File: config.mk
export PLATFORM = sky130hd
export DESIGN_NAME = serial_bank_ctrl
export DESIGN_NICKNAME = d
export VERILOG_FILES = /design/src/rtl/sbc_pkg.sv /design/src/rtl/sbc_shift_loader.sv /design/src/rtl/sbc_reg_file.sv /design/src/rtl/sbc_bank_map.sv /design/src/rtl/serial_bank_ctrl.sv
export SDC_FILE = /design/constraint.sdc
export NUM_CORES = 1
export LEC_CHECK = 0
export BUFFER_PORTS_ARGS = -buffer_cell sky130_fd_sc_hd__buf_2
export CAP_MARGIN = 0
export CORE_MARGIN = 8
export CORE_UTILIZATION = 30
export DETAILED_ROUTE_END_ITERATION = 8
export PLACE_DENSITY = 0.61
export SLEW_MARGIN = 0
export SYNTH_ARGS = -nofsm -noshare
export SYNTH_HDL_FRONTEND = slang
export SYNTH_SLANG_ARGS = --single-unit
File: constraint.sdc
create_clock -name clk -period 1.6 [get_ports clk]
set_input_delay 0.16 -clock clk [delete_from_list [all_inputs] [get_ports clk]]
set_output_delay 0.16 -clock clk [all_outputs]
set_load 0.005 [all_outputs]
File: src/rtl/sbc_pkg.sv
package sbc_pkg;
  typedef enum logic [1:0] {
    MIR_ONE_LO = 2'd0,
    MIR_ONE_HI = 2'd1,
    MIR_VERT   = 2'd2,
    MIR_HORZ   = 2'd3
  } mirror_e;

  typedef enum logic [1:0] {
    DST_CTRL = 2'd0,
    DST_CHRA = 2'd1,
    DST_CHRB = 2'd2,
    DST_PRG  = 2'd3
  } dest_e;

  localparam int CTRL_PRG_16K = 3;
  localparam int CTRL_PRG_LOW = 2;
  localparam int CTRL_CHR_4K  = 4;
endpackage

File: src/rtl/sbc_shift_loader.sv
module sbc_shift_loader #(
  parameter int REG_W = 5,
  localparam int CNT_W = (REG_W > 2) ? $clog2(REG_W) : 1
) (
  input  logic             clk,
  input  logic             rst,
  input  logic             strobe,
  input  logic             abort_bit,
  input  logic             data_bit,
  output logic             abort_o,
  output logic             commit_o,
  output logic [REG_W-1:0] value_o,
  output logic [CNT_W-1:0] cnt_o
);
  localparam logic [CNT_W-1:0] LAST = CNT_W'(REG_W - 1);

  logic [REG_W-1:0] sh_q;
  logic [CNT_W-1:0] cnt_q;

  always_comb begin
    for (int i = 0; i < REG_W; i++) begin
      value_o[i] = (CNT_W'(i) == cnt_q) ? data_bit : sh_q[i];
    end
    abort_o  = strobe && abort_bit;
    commit_o = strobe && !abort_bit && (cnt_q == LAST);
  end

  always_ff @(posedge clk) begin
    if (rst || abort_o || commit_o) begin
      sh_q  <= '0;
      cnt_q <= '0;
    end else if (strobe) begin
      sh_q  <= value_o;
      cnt_q <= cnt_q + 1'b1;
    end
  end

  assign cnt_o = cnt_q;
endmodule

File: src/rtl/sbc_reg_file.sv
module sbc_reg_file
  import sbc_pkg::*;
#(
  parameter int REG_W = 5
) (
  input  logic             clk,
  input  logic             rst,
  input  logic             abort,
  input  logic             commit,
  input  logic [1:0]       dest,
  input  logic [REG_W-1:0] value,
  output logic [REG_W-1:0] ctrl_q,
  output logic [REG_W-1:0] chra_q,
  output logic [REG_W-1:0] chrb_q,
  output logic [REG_W-1:0] prg_q
);
  localparam logic [REG_W-1:0] CTRL_INIT  = REG_W'(12);
  localparam logic [REG_W-1:0] ABORT_MASK = REG_W'(12);

  always_ff @(posedge clk) begin
    if (rst) begin
      ctrl_q <= CTRL_INIT;
      chra_q <= '0;
      chrb_q <= '0;
      prg_q  <= '0;
    end else if (abort) begin
      ctrl_q <= ctrl_q | ABORT_MASK;
    end else if (commit) begin
      case (dest_e'(dest))
        DST_CTRL: ctrl_q <= value;
        DST_CHRA: chra_q <= value;
        DST_CHRB: chrb_q <= value;
        DST_PRG:  prg_q  <= value;
        default:  ctrl_q <= ctrl_q;
      endcase
    end
  end
endmodule

File: src/rtl/sbc_bank_map.sv
module sbc_bank_map
  import sbc_pkg::*;
#(
  parameter int REG_W = 5
) (
  input  logic             clk,
  input  logic             rst,
  input  logic             half_prg,
  input  logic [REG_W-1:0] ctrl,
  input  logic [REG_W-1:0] chra,
  input  logic [REG_W-1:0] chrb,
  input  logic [REG_W-1:0] prg,
  output logic [1:0]       mirror_mode,
  output logic [REG_W-1:0] prg_bank_lo,
  output logic [REG_W-1:0] prg_bank_hi,
  output logic             prg_32k,
  output logic [REG_W-1:0] chr_bank_lo,
  output logic [REG_W-1:0] chr_bank_hi,
  output logic             chr_8k
);
  localparam logic [REG_W-1:0] LAST_BANK = {REG_W{1'b1}};

  mirror_e          mir_d;
  logic [REG_W-1:0] sel_prg;
  logic [REG_W-1:0] plo_d, phi_d, clo_d, chi_d;
  logic             p32_d, c8_d;

  always_comb begin
    mir_d   = mirror_e'(ctrl[1:0]);
    sel_prg = half_prg ? (prg >> 1) : prg;
    if (ctrl[CTRL_PRG_16K]) begin
      p32_d = 1'b0;
      if (ctrl[CTRL_PRG_LOW]) begin
        plo_d = sel_prg;
        phi_d = LAST_BANK;
      end else begin
        plo_d = '0;
        phi_d = sel_prg;
      end
    end else begin
      p32_d = 1'b1;
      plo_d = {prg[REG_W-1:1], 1'b0};
      phi_d = {prg[REG_W-1:1], 1'b1};
    end
    if (ctrl[CTRL_CHR_4K]) begin
      c8_d  = 1'b0;
      clo_d = chra;
      chi_d = chrb;
    end else begin
      c8_d  = 1'b1;
      clo_d = {chra[REG_W-1:1], 1'b0};
      chi_d = {chra[REG_W-1:1], 1'b1};
    end
  end

  always_ff @(posedge clk) begin
    if (rst) begin
      mirror_mode <= MIR_ONE_LO;
      prg_bank_lo <= '0;
      prg_bank_hi <= LAST_BANK;
      prg_32k     <= 1'b0;
      chr_bank_lo <= '0;
      chr_bank_hi <= REG_W'(1);
      chr_8k      <= 1'b1;
    end else begin
      mirror_mode <= mir_d;
      prg_bank_lo <= plo_d;
      prg_bank_hi <= phi_d;
      prg_32k     <= p32_d;
      chr_bank_lo <= clo_d;
      chr_bank_hi <= chi_d;
      chr_8k      <= c8_d;
    end
  end
endmodule

File: src/rtl/serial_bank_ctrl.sv
module serial_bank_ctrl #(
  parameter int REG_W = 5
) (
  input  logic             clk,
  input  logic             rst,
  input  logic             wr_en,
  input  logic [15:0]      cpu_addr,
  input  logic [7:0]       wr_data,
  input  logic             half_prg,
  output logic [1:0]       mirror_mode,
  output logic [REG_W-1:0] prg_bank_lo,
  output logic [REG_W-1:0] prg_bank_hi,
  output logic             prg_32k,
  output logic [REG_W-1:0] chr_bank_lo,
  output logic [REG_W-1:0] chr_bank_hi,
  output logic             chr_8k
);
  localparam int CNT_W = (REG_W > 2) ? $clog2(REG_W) : 1;

  logic             strobe, abort, commit;
  logic [REG_W-1:0] value;
  logic [CNT_W-1:0] bit_cnt;
  logic [REG_W-1:0] ctrl_q, chra_q, chrb_q, prg_q;
  logic             unused_inputs;

  assign strobe        = wr_en && cpu_addr[15];
  assign unused_inputs = ^{cpu_addr[12:0], wr_data[6:1]};

  sbc_shift_loader #(.REG_W(REG_W)) u_loader (
    .clk      (clk),
    .rst      (rst),
    .strobe   (strobe),
    .abort_bit(wr_data[7]),
    .data_bit (wr_data[0]),
    .abort_o  (abort),
    .commit_o (commit),
    .value_o  (value),
    .cnt_o    (bit_cnt)
  );

  sbc_reg_file #(.REG_W(REG_W)) u_regs (
    .clk   (clk),
    .rst   (rst),
    .abort (abort),
    .commit(commit),
    .dest  (cpu_addr[14:13]),
    .value (value),
    .ctrl_q(ctrl_q),
    .chra_q(chra_q),
    .chrb_q(chrb_q),
    .prg_q (prg_q)
  );

  sbc_bank_map #(.REG_W(REG_W)) u_map (
    .clk        (clk),
    .rst        (rst),
    .half_prg   (half_prg),
    .ctrl       (ctrl_q),
    .chra       (chra_q),
    .chrb       (chrb_q),
    .prg        (prg_q),
    .mirror_mode(mirror_mode),
    .prg_bank_lo(prg_bank_lo),
    .prg_bank_hi(prg_bank_hi),
    .prg_32k    (prg_32k),
    .chr_bank_lo(chr_bank_lo),
    .chr_bank_hi(chr_bank_hi),
    .chr_8k     (chr_8k)
  );
endmodule

# Word-level counts from Yosys, hierarchy flattened
# Index checks and enable logic that the tools add are counted.
# word_totals
mem_count	0
ff_bits	52
rom_bits	0
ramBits	0
input_bits	28
out_inout_bits	24
latchBits	0
# op_classes
mul	0
shifts	0
reduce_logical	18
magnitude_cmp	0
muxes	13
n_eq_ne	8
n_bitwise	4
n_div	0
add_sub_neg	1
# ops
operator	n
$mux 5	6
$reduce_and 3->1	4
$mux 1	7
$eq 2x3->1 const A	2
$reduce_or 3->1	2
$eq 2x2->1 const B	2
$logic_and 1x1->1	4
$not 1->1	4
$reduce_or 2->1	2
$add 3x1->3 const B	1
$eq 1x3->1 const A	1
$eq 3x3->1 const A	1
$eq 3x3->1 const B	1
$logic_not 3->1	1
$eq 2x1->1 const B	1
$logic_not 2->1	1
$logic_or 1x1->1	2
$reduce_and 2->1	1
$logic_not 1->1	1

# Logic depth before layout (Yosys ltp)
# logic_depth
ltp_word	4
depth_mapped	6

# Modules after synthesis
# A second synthesis with hierarchy kept.
# hier_totals
cells_unflattened	204
area_unflattened_um2	2132.0
# modules_own_cells
module	seq_area_each_um2	instances	area_each_um2	cells_per_inst
sbc_reg_file	400.4	1	850.8	79
sbc_bank_map	480.5	1	790.8	75
sbc_shift_loader	160.2	1	484.2	49
serial_bank_ctrl	0.0	1	6.3	1

# Worst setup path before layout
# No wires, ideal clock.
# synth_path
path_kind	register to register
start	reg u_loader.cnt_q[0] (netlist: u_loader.cnt_o[0])
end	reg u_regs.ctrl_q[0]
arrival_time_ps	1283
path_slack_ps	179
stages_incl_launch_ff	7
cell_sequence	dfxtp_1 > inv_1 > ha_1 > and4_1 > buf_2 > a41oi_1 > a211oi_1
# synth_between
elab_chain_cells	3
elab_cells_between_ends	5
classes_between	eq/ne: 1; mux: 1; reduce/logical: 3
# synth_rtl
item	line_no	source
start, declared	sbc_shift_loader.sv:18	logic [CNT_W-1:0] cnt_q;
start signal, assigned	sbc_shift_loader.sv:34	cnt_q <= cnt_q + 1'b1;
$eq 3x3->1	sbc_shift_loader.sv:25	commit_o = strobe && !abort_bit && (cnt_q == LAST);
$logic_and 1x1->1	sbc_shift_loader.sv:25	
$reduce_and 3->1 (no line)	-	
end signal, assigned	sbc_reg_file.sv:27	ctrl_q <= ctrl_q | ABORT_MASK;
end signal, assigned	sbc_reg_file.sv:30	DST_CTRL: ctrl_q <= value;
end signal, assigned	sbc_reg_file.sv:34	default: ctrl_q <= ctrl_q;
end, declared	sbc_reg_file.sv:12	output logic [REG_W-1:0] ctrl_q,
# Several ways; a longest one is shown, not always the timed one.
# A chain may end at the register's enable or synchronous reset.

# Worst setup path in the final report
# layout_path
start	reg u_loader.cnt_q[0] (netlist: u_loader.cnt_o[0])
end	reg u_regs.chrb_q[2]
# layout_between
elab_chain_cells	3
elab_cells_between_ends	5
classes_between	eq/ne: 2; mux: 1; reduce/logical: 2
# layout_rtl
item	line_no	source
$eq 3x3->1	sbc_shift_loader.sv:25	
$logic_and 1x1->1	sbc_shift_loader.sv:25	
$reduce_and 3->1 (no line)	-	
end signal, assigned	sbc_reg_file.sv:32	DST_CHRB: chrb_q <= value;
end, declared	sbc_reg_file.sv:14	output logic [REG_W-1:0] chrb_q,
# Several ways; a longest one is shown, not always the timed one.

==> run_results.csv <==
group,metric,value,unit
setup_path,crit_chain,"inv_1 > ha_1 > and4_1 > buf_4 > a21oi_1 > a211oi_1",
setup_path,arrival,1.70,ns
power_and_ir_drop,power_frac_comb,0.071,
routing,avgViaCountPerCell,4.90,
logic_synthesis,synth_nets,258,
sta,min_period,1.48,ns
power_and_ir_drop,p_leak,0.987,nW
final_layout,drive_gt1_frac,0.245,
sta,fin_crit_sh,0.928,
floorplan,die-area,9800,um2
setup_path,slowest_stage,"dfxtp_2",
setup_path,rr_startpoint,"u_loader.cnt_o[0]",
setup_path,critPathMaxFanout,14,
logic_synthesis,syn_avg_cell_area,9.19,um2
logic_synthesis,synth_cell_type_count,36,
logic_synthesis,synth-edff-count,0,
routing,drcViolationCount,0,
grt,grt_pass1_vias,1515,
power_and_ir_drop,p_sw,0.540,mW
floorplan,ios,52,
clocking,clk_path_buf_depth,2,
logic_synthesis,netlist_area,2070,um2
grt,gr-total-overflow,0,
clocking,clk_pin_slew,0.09,ns
sta,finalSetupViolCount,0,
grt,grt_max_degree,31,
sta,finalHoldViolCount,0,
clocking,htree_num_levels,2,
hold_path,hold_class,"in2reg",
flow_run,maxCapViolations,0,
place,globalplace.congestion,0.766,
logic_synthesis,synth-seq-cells,51,
power_and_ir_drop,vdd_ir_drop_max,411,uV
floorplan,die_h,99.0,um
clocking,cts_tree,"yes",
final_layout,insertedDiodeCount,0,
sta,clock_skew,0.00529,ns
power_and_ir_drop,p_sw_frac,0.215,
logic_synthesis,ys.flop_type,"dfxtp_1",
floorplan,start_util,0.308,
sta,rsz0062_at_grt,"no",
sta,drv_slew,0,
clocking,cts_sinks,51,
place,port-buffer-count,32,
setup_path,crit_type,"reg2reg",
logic_synthesis,syn_inst,225,
clocking,cts_buffers,5,
setup_path,end_kind,"flop",
outcome,status,"complete, no violations",
logic_synthesis,ys_seq_area_frac,0.494,
setup_path,crit_required,1.81,ns
sta,fmax,0.673,GHz
clocking,hold_buffers,0,
routing,drtIter0Drc,119,
grt,grt_usage,0.0941,
floorplan,core_area,6720,um2
setup_path,critPathLaunch,"u_loader.cnt_o[0]",
power_and_ir_drop,sequentialPowerShare,0.514,
sta,slew_headroom,0.696,
power_and_ir_drop,power_density,1010,nW/um2
power_and_ir_drop,internal-power,1.98,mW
routing,wl_per_cell,13.3,um
sta,worst_slew_pin_slew,0.451,ns
final_layout,nets,293,
grt,antenna_found_initial,0,
setup_path,critPathTopFamily,"flip-flops",
floorplan,fp-row-count,30,
final_layout,final_cell_mix,"dfxtp_1 (50), buf_2 (32), a21oi_1 (25)",
logic_synthesis,yosysWarnings,0,
place,hpwl,3230,um
setup_path,critPathMaxStageDelay,0.35,ns
hold_path,hold_start,"rst",
sta,fin_tns_setup,0,ns
floorplan,die_x,99.0,um
final_layout,layout_commonest_cell,"dfxtp_1",
setup_path,worstPathBufferInverterCount,2,
routing,dr.pass1.iters,4,
clocking,cts-root-buf,"clkbuf_8",
grt,grt_pass1_wl,7540,um
routing,wl,4530,um
setup_path,worstSetupStartpointType,"flop",
final_layout,area_growth,20.6,%
final_layout,design_area,2490,um2
power_and_ir_drop,clkPwrFrac,0.415,
routing,detail-route-antenna-nets,0,
logic_synthesis,async_reset_ff_frac,0,
place,dpl_cell_area,2350,um2
clocking,insertion_delay,0.30,ns
routing,via_count,1670,
==> worst paths after layout <==
check	cells after the start	end	slack [ns]
worst max-delay path	6	u_regs.chrb_q[2]	0.12
worst min-delay path	2	u_map.prg_32k	0.10
worst max register to register	6	u_regs.chrb_q[2]	0.12
worst min register to register	1	u_map.chr_bank_hi[0]	0.47
==> worst reg2reg max path: stages (launching register included) <==
cell,delay (ns)
dfxtp_2,0.35
inv_1,0.08
ha_1,0.22
and4_1,0.23
buf_4,0.20
a21oi_1,0.09
a211oi_1,0.22
==> stage by stage <==
stage          utilization  instances  hold slack, ns  setup WS, ns  power [mW]
3_3_place_gp         0.349        333           0.425         0.113        1.49
6_report             0.371        341           0.102         0.115        2.52
4_1_cts              0.369        341           0.101        0.0467        2.53
3_5_place_dp         0.349        333           0.427        0.0653        1.50
2_1_floorplan            -        225           0.401         0.179        1.43
5_1_grt              0.371        341           0.105       0.00740        2.60
==> Yosys cell counts (2+ instances only) <==
master    number  area [um2]
a211oi_1      15         113
and4_1         2        17.5
mux2i_1        7        70.1
and3_1         3        18.8
clkbuf_1      11        41.3
o21ai_0        8        40.0
ha_1           5        62.6
nor3b_1        2        15.0
nor2b_1       12        75.1
nand2_1       10        37.5
buf_2          4        20.0
a41oi_1        2        17.5
nand3b_1       3        22.5
dfxtp_1       51        1020
nor2_1        17        63.8
inv_1          9        33.8
a21oi_1       25         125
nor4_1         4        25.0
or2_2          3        18.8
mux2_2         2        22.5
or4_1          2        15.0
or3b_2         2        17.5
nor3_1        12        60.1
nand4_1        2        12.5
==> kinds of logic after synthesis <==
logic type      after synthesis  synth area share
simple gates                 77             0.206
fa+ha+maj                     5            0.0303
flops                        51             0.494
xor+xnor                      1           0.00424
mux                           9            0.0448
compound gates               56             0.166
buf+inv                      26            0.0539
==> power groups by stage <==
stage	logic (mW)	registers [mW]	clock network, mW
finish	0.179	1.29	1.04
global route	0.197	1.30	1.11
CTS	0.176	1.29	1.06
detailed placement	0.175	1.32	0
global placement	0.173	1.32	0
floorplan	0.115	1.32	0
==> flip-flops by register name, indices dropped and copies added (netlist names), 3 cells and up <==
signal / cells
u_regs.chra_q: 5
u_map.prg_bank_hi: 5
u_regs.ctrl_q: 5
u_regs.chrb_q: 5
u_loader.sh_q: 4
u_map.chr_bank_lo: 5
u_loader.cnt_o: 3
u_map.chr_bank_hi: 5
u_regs.prg_q: 5
u_map.prg_bank_lo: 5
==> final cells by class <==
type	instances	area [um2]
fill	673	4230
sequential	51	1020
multi-input combinational	148	947
timing repair buffer	45	258
tap	80	100
clock buffer	6	72.6
clock inverter	2	60.1
inverter	9	33.8
==> metal layers <==
metal | global-route usage | share of wire | up-vias | wire, um
met5 | 0 | 0 | - | 0
met4 | 0.0283 | 0.0080 | 0 | 36
met3 | 0.0458 | 0.079 | 4 | 358
met2 | 0.130 | 0.41 | 34 | 1840
met1 | 0.124 | 0.51 | 767 | 2290
li1 | - | - | 865 | -
==> repair_timing <==
action,4_1_cts,5_1_grt
endpoints found under the setup margin,0,5
setup buffers,0,0
resized for setup,0,3
Note: power is estimated with default switching activity, not from simulation.
